$ cat config.mk
export PLATFORM = sky130hd
export DESIGN_NAME = mdu_seq
export DESIGN_NICKNAME = d
export VERILOG_FILES = /design/src/rtl/mdu_pkg.sv /design/src/rtl/mdu_ctrl.sv /design/src/rtl/mdu_zero_scan.sv /design/src/rtl/mdu_datapath.sv /design/src/rtl/mdu_seq.sv
export SDC_FILE = /design/constraint.sdc
export NUM_CORES = 1
export LEC_CHECK = 0
export BUFFER_PORTS_ARGS = -buffer_cell sky130_fd_sc_hd__buf_2
export CORE_ASPECT_RATIO = 1.5
export CORE_MARGIN = 3
export CORE_UTILIZATION = 54
export DETAILED_ROUTE_END_ITERATION = 10
export PLACE_DENSITY = 0.88
export SYNTH_ARGS = -nofsm -noshare
export SYNTH_HDL_FRONTEND = slang
export SYNTH_HIERARCHICAL = 1
export SYNTH_SLANG_ARGS = --single-unit
$ cat constraint.sdc
create_clock -name clk -period 4.7 [get_ports clk]
set_input_delay 0.47 -clock clk [delete_from_list [all_inputs] [get_ports clk]]
set_output_delay 0.47 -clock clk [all_outputs]
set_load 0.005 [all_outputs]
$ cat src/rtl/mdu_pkg.sv
package mdu_pkg;

    // Operation select; code 3 is an alias for multiply
    typedef enum logic [1:0] {
        OPC_MUL     = 2'd0,
        OPC_QUO     = 2'd1,
        OPC_REM     = 2'd2,
        OPC_MUL_ALT = 2'd3
    } opc_e;

    // Datapath personality derived from the operation code
    typedef enum logic {
        MODE_MUL = 1'b0,
        MODE_DIV = 1'b1
    } mode_e;

    // Per-operation state kept for the duration of a computation
    typedef struct packed {
        opc_e  opc;
        mode_e mode;
    } op_ctx_t;

    function automatic mode_e mode_of(opc_e o);
        return (o == OPC_QUO || o == OPC_REM) ? MODE_DIV : MODE_MUL;
    endfunction

    function automatic logic selects_partial(opc_e o);
        return (o != OPC_QUO);
    endfunction

endpackage

$ cat src/rtl/mdu_ctrl.sv
module mdu_ctrl #(
    parameter int XLEN = 64,
    parameter int SKIP = 8,
    parameter int CW   = $clog2(XLEN + 1)
) (
    input  logic          clk,
    input  logic          rst,
    input  logic          start,
    input  logic          skip_go,
    output logic          load,
    output logic          busy,
    output logic          done,
    output logic [CW-1:0] cnt
);

    localparam logic [CW-1:0] CNT_FULL = CW'(XLEN);
    localparam logic [CW-1:0] CNT_SKIP = CW'(SKIP);
    localparam logic [CW-1:0] CNT_ONE  = CW'(1);

    logic          busy_q;
    logic          done_q;
    logic [CW-1:0] cnt_q;
    logic [CW-1:0] cnt_nxt;

    assign load    = start && !busy_q;
    assign cnt_nxt = cnt_q - (skip_go ? CNT_SKIP : CNT_ONE);

    always_ff @(posedge clk) begin
        if (rst) begin
            busy_q <= 1'b0;
            done_q <= 1'b0;
            cnt_q  <= '0;
        end else begin
            done_q <= 1'b0;
            if (load) begin
                busy_q <= 1'b1;
                cnt_q  <= CNT_FULL;
            end else if (busy_q) begin
                cnt_q <= cnt_nxt;
                if (cnt_nxt == '0) begin
                    busy_q <= 1'b0;
                    done_q <= 1'b1;
                end
            end
        end
    end

    assign busy = busy_q;
    assign done = done_q;
    assign cnt  = cnt_q;

    AST_COUNT_STEP: assert property (@(posedge clk) disable iff (rst)
        busy_q |=> (!busy_q || cnt_q == $past(cnt_q) - CNT_ONE
                            || cnt_q == $past(cnt_q) - CNT_SKIP));

    AST_DONE_ONE_CYCLE: assert property (@(posedge clk) disable iff (rst)
        done_q |=> !done_q);

    AST_FALL_WITH_DONE: assert property (@(posedge clk) disable iff (rst)
        $fell(busy_q) |-> done_q);

    AST_SKIP_KEEPS_TAIL: assert property (@(posedge clk) disable iff (rst)
        (busy_q && skip_go) |=> (busy_q && !done_q));

endmodule

$ cat src/rtl/mdu_zero_scan.sv
module mdu_zero_scan
    import mdu_pkg::*;
#(
    parameter int XLEN    = 64,
    parameter int SKIP    = 8,
    parameter int CW      = $clog2(XLEN + 1),
    parameter bit SKIP_EN = 1'b1
) (
    input  logic            busy,
    input  mode_e           mode,
    input  logic [SKIP-1:0] window,
    input  logic            part_zero,
    input  logic            opnd_zero,
    input  logic [CW-1:0]   cnt,
    output logic            skip_go
);

    localparam logic [CW-1:0] CNT_SKIP = CW'(SKIP);

    logic window_clear;
    logic room_left;
    logic mode_allows;

    assign window_clear = (window == '0);
    assign room_left    = (cnt > CNT_SKIP);

    // Divide may only skip while nothing has accumulated and the divisor
    // can actually be subtracted; multiply may skip on any zero window.
    always_comb begin
        unique case (mode)
            MODE_DIV: mode_allows = part_zero && !opnd_zero;
            default:  mode_allows = 1'b1;
        endcase
    end

    assign skip_go = SKIP_EN && busy && window_clear && room_left && mode_allows;

endmodule

$ cat src/rtl/mdu_datapath.sv
module mdu_datapath
    import mdu_pkg::*;
#(
    parameter int XLEN = 64,
    parameter int SKIP = 8
) (
    input  logic            clk,
    input  logic            rst,
    input  logic            load,
    input  logic            step,
    input  logic            skip_go,
    input  logic [1:0]      opc_in,
    input  logic [XLEN-1:0] opa_in,
    input  logic [XLEN-1:0] opb_in,
    output mode_e           mode,
    output logic [SKIP-1:0] window,
    output logic            part_zero,
    output logic            opnd_zero,
    output logic [XLEN-1:0] result
);

    localparam int AW = XLEN + 2;

    op_ctx_t         ctx_q;
    logic [XLEN-1:0] part_q;
    logic [XLEN-1:0] shreg_q;
    logic [XLEN-1:0] opnd_q;

    logic            in_bit;
    logic [AW-1:0]   base;
    logic [AW-1:0]   addend;
    logic [AW-1:0]   sum;
    logic            fits;
    logic [XLEN-1:0] part_step;
    logic [XLEN-1:0] shreg_step;
    logic [XLEN-1:0] part_skip;
    logic [XLEN-1:0] shreg_skip;

    assign in_bit = shreg_q[XLEN-1];

    // Single shared adder: adds the multiplicand or subtracts the divisor
    always_comb begin
        if (ctx_q.mode == MODE_DIV) begin
            base   = {1'b0, part_q, in_bit};
            addend = ~{2'b00, opnd_q};
        end else begin
            base   = {1'b0, part_q, 1'b0};
            addend = in_bit ? {2'b00, opnd_q} : '0;
        end
        sum  = base + addend + AW'(ctx_q.mode == MODE_DIV);
        fits = ~sum[AW-1];
    end

    always_comb begin
        if (ctx_q.mode == MODE_DIV) begin
            part_step  = fits ? sum[XLEN-1:0] : base[XLEN-1:0];
            shreg_step = {shreg_q[XLEN-2:0], fits};
            part_skip  = part_q;
        end else begin
            part_step  = sum[XLEN-1:0];
            shreg_step = {shreg_q[XLEN-2:0], 1'b0};
            part_skip  = part_q << SKIP;
        end
        shreg_skip = shreg_q << SKIP;
    end

    always_ff @(posedge clk) begin
        if (rst) begin
            ctx_q   <= '{opc: OPC_MUL, mode: MODE_MUL};
            part_q  <= '0;
            shreg_q <= '0;
            opnd_q  <= '0;
        end else if (load) begin
            ctx_q.opc  <= opc_e'(opc_in);
            ctx_q.mode <= mode_of(opc_e'(opc_in));
            part_q     <= '0;
            shreg_q    <= opa_in;
            opnd_q     <= opb_in;
        end else if (step) begin
            if (skip_go) begin
                part_q  <= part_skip;
                shreg_q <= shreg_skip;
            end else begin
                part_q  <= part_step;
                shreg_q <= shreg_step;
            end
        end
    end

    assign mode      = ctx_q.mode;
    assign window    = shreg_q[XLEN-1 -: SKIP];
    assign part_zero = (part_q == '0);
    assign opnd_zero = (opnd_q == '0);
    assign result    = selects_partial(ctx_q.opc) ? part_q : shreg_q;

    AST_DIV_SKIP_ZERO_REM: assert property (@(posedge clk) disable iff (rst)
        (step && skip_go && ctx_q.mode == MODE_DIV) |=> (part_q == '0));

    AST_OPERAND_FROZEN: assert property (@(posedge clk) disable iff (rst)
        step |=> $stable(opnd_q));

endmodule

$ cat src/rtl/mdu_seq.sv
module mdu_seq
    import mdu_pkg::*;
#(
    parameter int XLEN    = 64,
    parameter int SKIP    = 8,
    parameter bit SKIP_EN = 1'b1
) (
    input  logic            clk,
    input  logic            rst,
    input  logic            start,
    input  logic [1:0]      opc,
    input  logic [XLEN-1:0] opa,
    input  logic [XLEN-1:0] opb,
    output logic            busy,
    output logic            done,
    output logic [XLEN-1:0] result
);

    localparam int CW = $clog2(XLEN + 1);

    logic            load;
    logic            skip_go;
    logic [CW-1:0]   cnt;
    mode_e           mode;
    logic [SKIP-1:0] window;
    logic            part_zero;
    logic            opnd_zero;

    mdu_ctrl #(.XLEN(XLEN), .SKIP(SKIP), .CW(CW)) u_ctrl (
        .clk     (clk),
        .rst     (rst),
        .start   (start),
        .skip_go (skip_go),
        .load    (load),
        .busy    (busy),
        .done    (done),
        .cnt     (cnt)
    );

    mdu_zero_scan #(.XLEN(XLEN), .SKIP(SKIP), .CW(CW), .SKIP_EN(SKIP_EN)) u_scan (
        .busy      (busy),
        .mode      (mode),
        .window    (window),
        .part_zero (part_zero),
        .opnd_zero (opnd_zero),
        .cnt       (cnt),
        .skip_go   (skip_go)
    );

    mdu_datapath #(.XLEN(XLEN), .SKIP(SKIP)) u_dp (
        .clk       (clk),
        .rst       (rst),
        .load      (load),
        .step      (busy),
        .skip_go   (skip_go),
        .opc_in    (opc),
        .opa_in    (opa),
        .opb_in    (opb),
        .mode      (mode),
        .window    (window),
        .part_zero (part_zero),
        .opnd_zero (opnd_zero),
        .result    (result)
    );

    AST_RESULT_HELD: assert property (@(posedge clk) disable iff (rst)
        (!busy && !start) |=> $stable(result));

    AST_DIV0_NO_SKIP: assert property (@(posedge clk) disable iff (rst)
        (busy && mode == MODE_DIV && opnd_zero) |-> !skip_go);

endmodule

==> impl.org <==
** Worst setup path
- Worst R2R End :: u_dp/part_q[62]
- Crit Path Category :: reg -> reg
- At the worst endpoint, the arrival time is 4.96 ns.
- For the worst flop-to-flop path, the logic depth is 18.
- Required @ worst endpoint :: approximately 5.1 ns
- In this run the worst path has a maximum fanout of 33.
- Kind of capture point of the worst setup path :: flop
- Reg-to-Reg Start :: u_dp/mode
- Setup slack of the worst register-to-register path :: roughly 0.15 ns
- STA classifies the critical path startpoint as a flop.

** Finish
- Final Net Count :: 2329
- Layout Area Growth over Synthesis :: 17.26%
- Final instance count without filler cells :: between 2000 and 2500
- The repair_antennas step left the layout with diodes totalling 0.
- Fraction of layout instances using a drive strength above 1 :: approximately a quarter

** STA
- The worst path uses 96.71% of the clock period.
- Hold slack :: ~0.17 ns
- Between clock sinks in the finished design, the worst skew comes to about 0.014 ns.
- Rel. slew slack :: around a fifth
- For the pin with the worst max-slew slack, the measured transition is 1.181 ns.
- The hold violation count in the final report is 0.
- Setup ws final :: around 0.15 ns
- For this run, the top clock speed supported by timing is around 220 MHz.
- The count of pins over their slew limit came to 0.
- The routed design could run at a clock period as short as 4.545 ns.
- Final setup violation count :: 0

** Routing
- DRT antenna net count :: 0
- The first TritonRoute pass finished after 8 iterations.
- Dividing the detail-routed wire length by the instance count gives about 23 µm.
- In the routed design, unresolved DRC markers number 0.
- The detailed router finished its first iteration with roughly 2000 violations.
- Dividing the detail-routed via count by the number of cells gives approximately 6.7.
- For this block, the routed nets add up to around 58000 µm of wire.
- Count of vias placed by the detailed router :: 16540

** Placed design
- The congestion estimate from routability-driven global placement came to between 1 and 1.5.
- Worst slack at placement :: -0.2378 ns
- During placement, the flow inserted port buffers numbering 198.
- Post-DP HPWL :: between 40000 and 50000 µm
- Placed insts :: roughly 2400

** Die
- The die covers slightly above 30000 µm².
- Starting utilization of the core area :: around 55%
- Standard cell core area :: around 27000 µm²
- After floorplanning, the core was divided into between 70 and 80 placement rows.
- Width of the die :: 143.1 µm
- In this run the count of I/O pins placed on the die edge is 199.
- Die H :: ~210 µm

** Synthesis
- Net count after synthesis :: approximately 2100
- Cell area after synthesis :: around 15000 µm²
- In the synthesized netlist, the number of instances is between 1500 and 2000.
- Number of storage elements in the synthesis netlist :: around 200
- Most common flop cell mapped by yosys :: sky130_fd_sc_hd__dfxtp_1
- Number of enable flip-flop cells after synthesis :: 0
- Seq/Total Area, Yosys :: 26.82%
- In this run the mean area of a mapped cell was ~7.9 µm².
- In the synthesized netlist the async set-or-reset flop fraction comes to 0%.
- Warnings, synthesis :: 6
- The netlist uses 75 different library cells.

** Power and ir drop
- Switching power total :: ~1700 µW
- Combinational logic burns approximately 28% of the power.
- Cell internal power was estimated by the tool at between 3000 and 4000 µW.
- P_leak :: roughly 0.0075 µW
- Peak VDD IR :: approximately 0.33 mV
- In this run switching power makes up about 33% of total power.
- For this design the ratio of total power to cell area is 292.0 nW/µm².
- Relative contribution of the clock network to total power :: about 33%
- Registers are responsible for 38.6% of the overall power.

** Global routing
- The via count of the first global-routing pass is about 16000.
- Global routing usage summed across all routing layers :: between 30% and 40%
- The number of antenna violations at the first check in global routing was 2.
- Summed over all layers, the global routing overflow is 0.
- The first global-routing pass estimated ~86000 µm of wire.
- Maximum number of pins on one net before global-route repair :: about 200

** Worst hold path
- The path with the worst hold slack has its endpoint at u_dp/shreg_q[58].
- The worst hold path begins at opa[58].
- Hold Path Stages :: 3
- Tightest Hold Check Type :: in -> reg

** Clock tree
- In this run the deepest clock path goes through 3 buffers.
- Number of H-tree branching levels :: 1
- Clock Latency Late Sink :: 0.52 ns
- The number of clock buffers added by TritonCTS is 21.
- Clock tree from TritonCTS :: yes
- CTS clock-pin slew for the worst setup and hold paths :: 0.07 ns
- For this design, the sink count on the clock tree is ~200.
- Cts hold-fix bufs :: 0
- The cell sitting at the root of the clock tree is a sky130_fd_sc_hd__clkbuf_16.

** Run status
- Outcome :: completed

** Flow run
- The tool flagged a number of max-cap violations equal to 0.
-- critical path: stages, from the launching register on --
cell,delay (ns)
sky130_fd_sc_hd__dfxtp_4,0.38
sky130_fd_sc_hd__buf_4,0.17
sky130_fd_sc_hd__bufbuf_16,0.31
sky130_fd_sc_hd__mux2_2,0.33
sky130_fd_sc_hd__ha_1,0.45
sky130_fd_sc_hd__nand4_1,0.17
sky130_fd_sc_hd__o221a_2,0.29
sky130_fd_sc_hd__o21ai_0,0.18
sky130_fd_sc_hd__a221oi_1,0.13
sky130_fd_sc_hd__a211oi_2,0.28
sky130_fd_sc_hd__or3b_2,0.47
sky130_fd_sc_hd__nand2_1,0.07
sky130_fd_sc_hd__ha_1,0.26
sky130_fd_sc_hd__nand2_2,0.20
sky130_fd_sc_hd__nand2_1,0.13
sky130_fd_sc_hd__a21oi_1,0.21
sky130_fd_sc_hd__nand2_1,0.12
sky130_fd_sc_hd__o211ai_1,0.21
sky130_fd_sc_hd__nor2_1,0.07
-- logic make-up after synthesis --
| group | share of synthesized area (%) |
|---|---|
| multiplexers | 17.68 |
| flip-flops | 26.82 |
| XOR/XNOR | 3.394 |
| AND/OR/NAND/NOR | 19.09 |
| AO/OA/AOI/OAI | 22.30 |
| adder cells (fa/ha/maj) | 6.016 |
| buffers and inverters | 4.693 |
-- Yosys cell counts, types with 3 or more instances --
master	number	share of area, %
sky130_fd_sc_hd__buf_2	4	0.13
sky130_fd_sc_hd__and2_1	4	0.16
sky130_fd_sc_hd__nand3b_1	4	0.20
sky130_fd_sc_hd__o2111ai_1	3	0.17
sky130_fd_sc_hd__or3_1	19	0.78
sky130_fd_sc_hd__a21o_1	37	1.8
sky130_fd_sc_hd__nor3_1	20	0.66
sky130_fd_sc_hd__xnor2_1	39	2.2
sky130_fd_sc_hd__a21oi_1	165	5.4
sky130_fd_sc_hd__o21a_1	8	0.39
sky130_fd_sc_hd__a211oi_1	82	4.0
sky130_fd_sc_hd__o31a_1	5	0.29
sky130_fd_sc_hd__a211oi_2	3	0.25
sky130_fd_sc_hd__mux2_2	127	9.4
sky130_fd_sc_hd__inv_1	24	0.59
sky130_fd_sc_hd__a31oi_1	41	1.7
sky130_fd_sc_hd__a221oi_1	9	0.52
sky130_fd_sc_hd__nand4_1	28	1.2
sky130_fd_sc_hd__buf_1	16	0.39
sky130_fd_sc_hd__o31ai_1	7	0.35
sky130_fd_sc_hd__o21ai_0	93	3.1
sky130_fd_sc_hd__mux2i_1	126	8.3
sky130_fd_sc_hd__nor2_1	264	6.5
sky130_fd_sc_hd__xor2_1	20	1.2
sky130_fd_sc_hd__buf_4	8	0.39
sky130_fd_sc_hd__o21ai_1	3	0.099
sky130_fd_sc_hd__o211ai_1	14	0.69
sky130_fd_sc_hd__o21bai_1	14	0.69
sky130_fd_sc_hd__ha_1	70	5.8
sky130_fd_sc_hd__and3_1	14	0.58
sky130_fd_sc_hd__nand2_1	156	3.8
sky130_fd_sc_hd__nor3b_1	4	0.20
sky130_fd_sc_hd__dfxtp_1	204	27
sky130_fd_sc_hd__nor4_1	37	1.5
sky130_fd_sc_hd__o21ai_2	3	0.17
sky130_fd_sc_hd__nand2b_1	15	0.62
sky130_fd_sc_hd__nor2b_1	9	0.37
sky130_fd_sc_hd__nand3_1	49	1.6
sky130_fd_sc_hd__clkbuf_1	129	3.2
sky130_fd_sc_hd__a22oi_1	15	0.74
-- power groups by stage --
| stage | combinational (µW) | sequential [µW] | clock (µW) |
|---|---|---|---|
| floorplan | 934 | 1970 | 0 |
| global placement | 1360 | 2030 | 0 |
| detailed placement | 1390 | 2040 | 0 |
| CTS | 1410 | 2000 | 1740 |
| global route | 1570 | 2020 | 1800 |
| finish | 1470 | 2010 | 1730 |
-- worst max-delay path by stage --
stage          depth (start not counted)       from               to  slack [ns]
6_report                              18  u_dp/mode  u_dp/part_q[62]        0.15
5_1_grt                               20  u_dp/mode  u_dp/part_q[35]       -0.02
4_1_cts                               21  u_dp/mode   u_dp/part_q[7]       0.005
3_5_place_dp                          18  u_dp/mode  u_dp/part_q[36]       -0.24
3_3_place_gp                          18  u_dp/mode  u_dp/part_q[43]       -0.02
2_1_floorplan                         23  u_dp/mode  u_dp/part_q[55]        0.02
-- layout make-up --
cell class / instances / area, µm²
Multi-Input combinational cell: 1553 / 10540
Fill cell: 2270 / 9647
Sequential cell: 204 / 4091
Timing Repair Buffer: 320 / 2031
Clock buffer: 26 / 554.3
Tap cell: 342 / 427.9
Clock inverter: 8 / 122.6
Inverter: 24 / 90.09
-- layout by cell type (no fill, tap or decap), types with 4 or more instances in the layout --
master / netlist / final
sky130_fd_sc_hd__xor2_1: 20 / 20
sky130_fd_sc_hd__a31oi_1: 41 / 40
sky130_fd_sc_hd__buf_4: 8 / 114
sky130_fd_sc_hd__nor4_1: 37 / 37
sky130_fd_sc_hd__a22oi_1: 15 / 15
sky130_fd_sc_hd__and3_1: 14 / 13
sky130_fd_sc_hd__dfxtp_1: 204 / 202
sky130_fd_sc_hd__nor3_1: 20 / 20
sky130_fd_sc_hd__o21a_1: 8 / 8
sky130_fd_sc_hd__o21ai_0: 93 / 93
sky130_fd_sc_hd__inv_1: 24 / 24
sky130_fd_sc_hd__nor3b_1: 4 / 4
sky130_fd_sc_hd__o31a_1: 5 / 5
sky130_fd_sc_hd__nor2_1: 264 / 261
sky130_fd_sc_hd__nand4_1: 28 / 28
sky130_fd_sc_hd__nand3b_1: 4 / 4
sky130_fd_sc_hd__o31ai_1: 7 / 6
sky130_fd_sc_hd__nor2b_1: 9 / 7
sky130_fd_sc_hd__nand2b_1: 15 / 15
sky130_fd_sc_hd__ha_1: 70 / 68
sky130_fd_sc_hd__buf_2: 4 / 197
sky130_fd_sc_hd__or3_1: 19 / 19
sky130_fd_sc_hd__clkbuf_16: 0 / 22
sky130_fd_sc_hd__a211oi_1: 82 / 81
sky130_fd_sc_hd__mux2_2: 127 / 127
sky130_fd_sc_hd__a21o_1: 37 / 37
sky130_fd_sc_hd__clkbuf_1: 129 / 4
sky130_fd_sc_hd__o21bai_1: 14 / 13
sky130_fd_sc_hd__nand3_1: 49 / 49
sky130_fd_sc_hd__xnor2_1: 39 / 39
sky130_fd_sc_hd__a221oi_1: 9 / 9
sky130_fd_sc_hd__mux2i_1: 126 / 126
sky130_fd_sc_hd__nand2_1: 156 / 155
sky130_fd_sc_hd__o211ai_1: 14 / 14
sky130_fd_sc_hd__a211oi_2: 3 / 4
sky130_fd_sc_hd__buf_12: 0 / 6
sky130_fd_sc_hd__a21oi_1: 165 / 164
-- routing by layer --
metal	share of wire (%)	global-route usage (%)	wire length (µm)
met1	34	38.60	19410
met2	47	59.80	27080
met3	8.5	5.740	4909
met4	11	32.83	6379
met5	0	0	0
-- sequential cells by signal (all words and copies together) (netlist names) --
name	cells
u_dp/opnd_q	64
u_dp/part_q	64
u_ctrl/done	1
u_dp/shreg_q	64
u_dp/ctx_q	2
u_ctrl/cnt	7
u_dp/mode	1
u_ctrl/busy	1
-- per-stage QoR --
stage | power (µW) | utilization, % | area (µm²) | TNS [ns]
after floorplan | 2901 | - | 15250 | 0
after global placement | 3386 | 61.79 | 16990 | -0.07264
after detailed placement | 3427 | 61.79 | 16990 | -2.772
after CTS | 5148 | 64.41 | 17710 | 0
after global routing | 5392 | 64.92 | 17850 | -0.03636
final | 5214 | 64.92 | 17850 | 0
-- repair_timing --
action,CTS,global route
gates cloned,1,2
buffers inserted,0,6
gates resized for setup,3,12
setup endpoints to repair,32,75
pin swaps,1,4
Note: power is estimated with default switching activity, not from simulation.
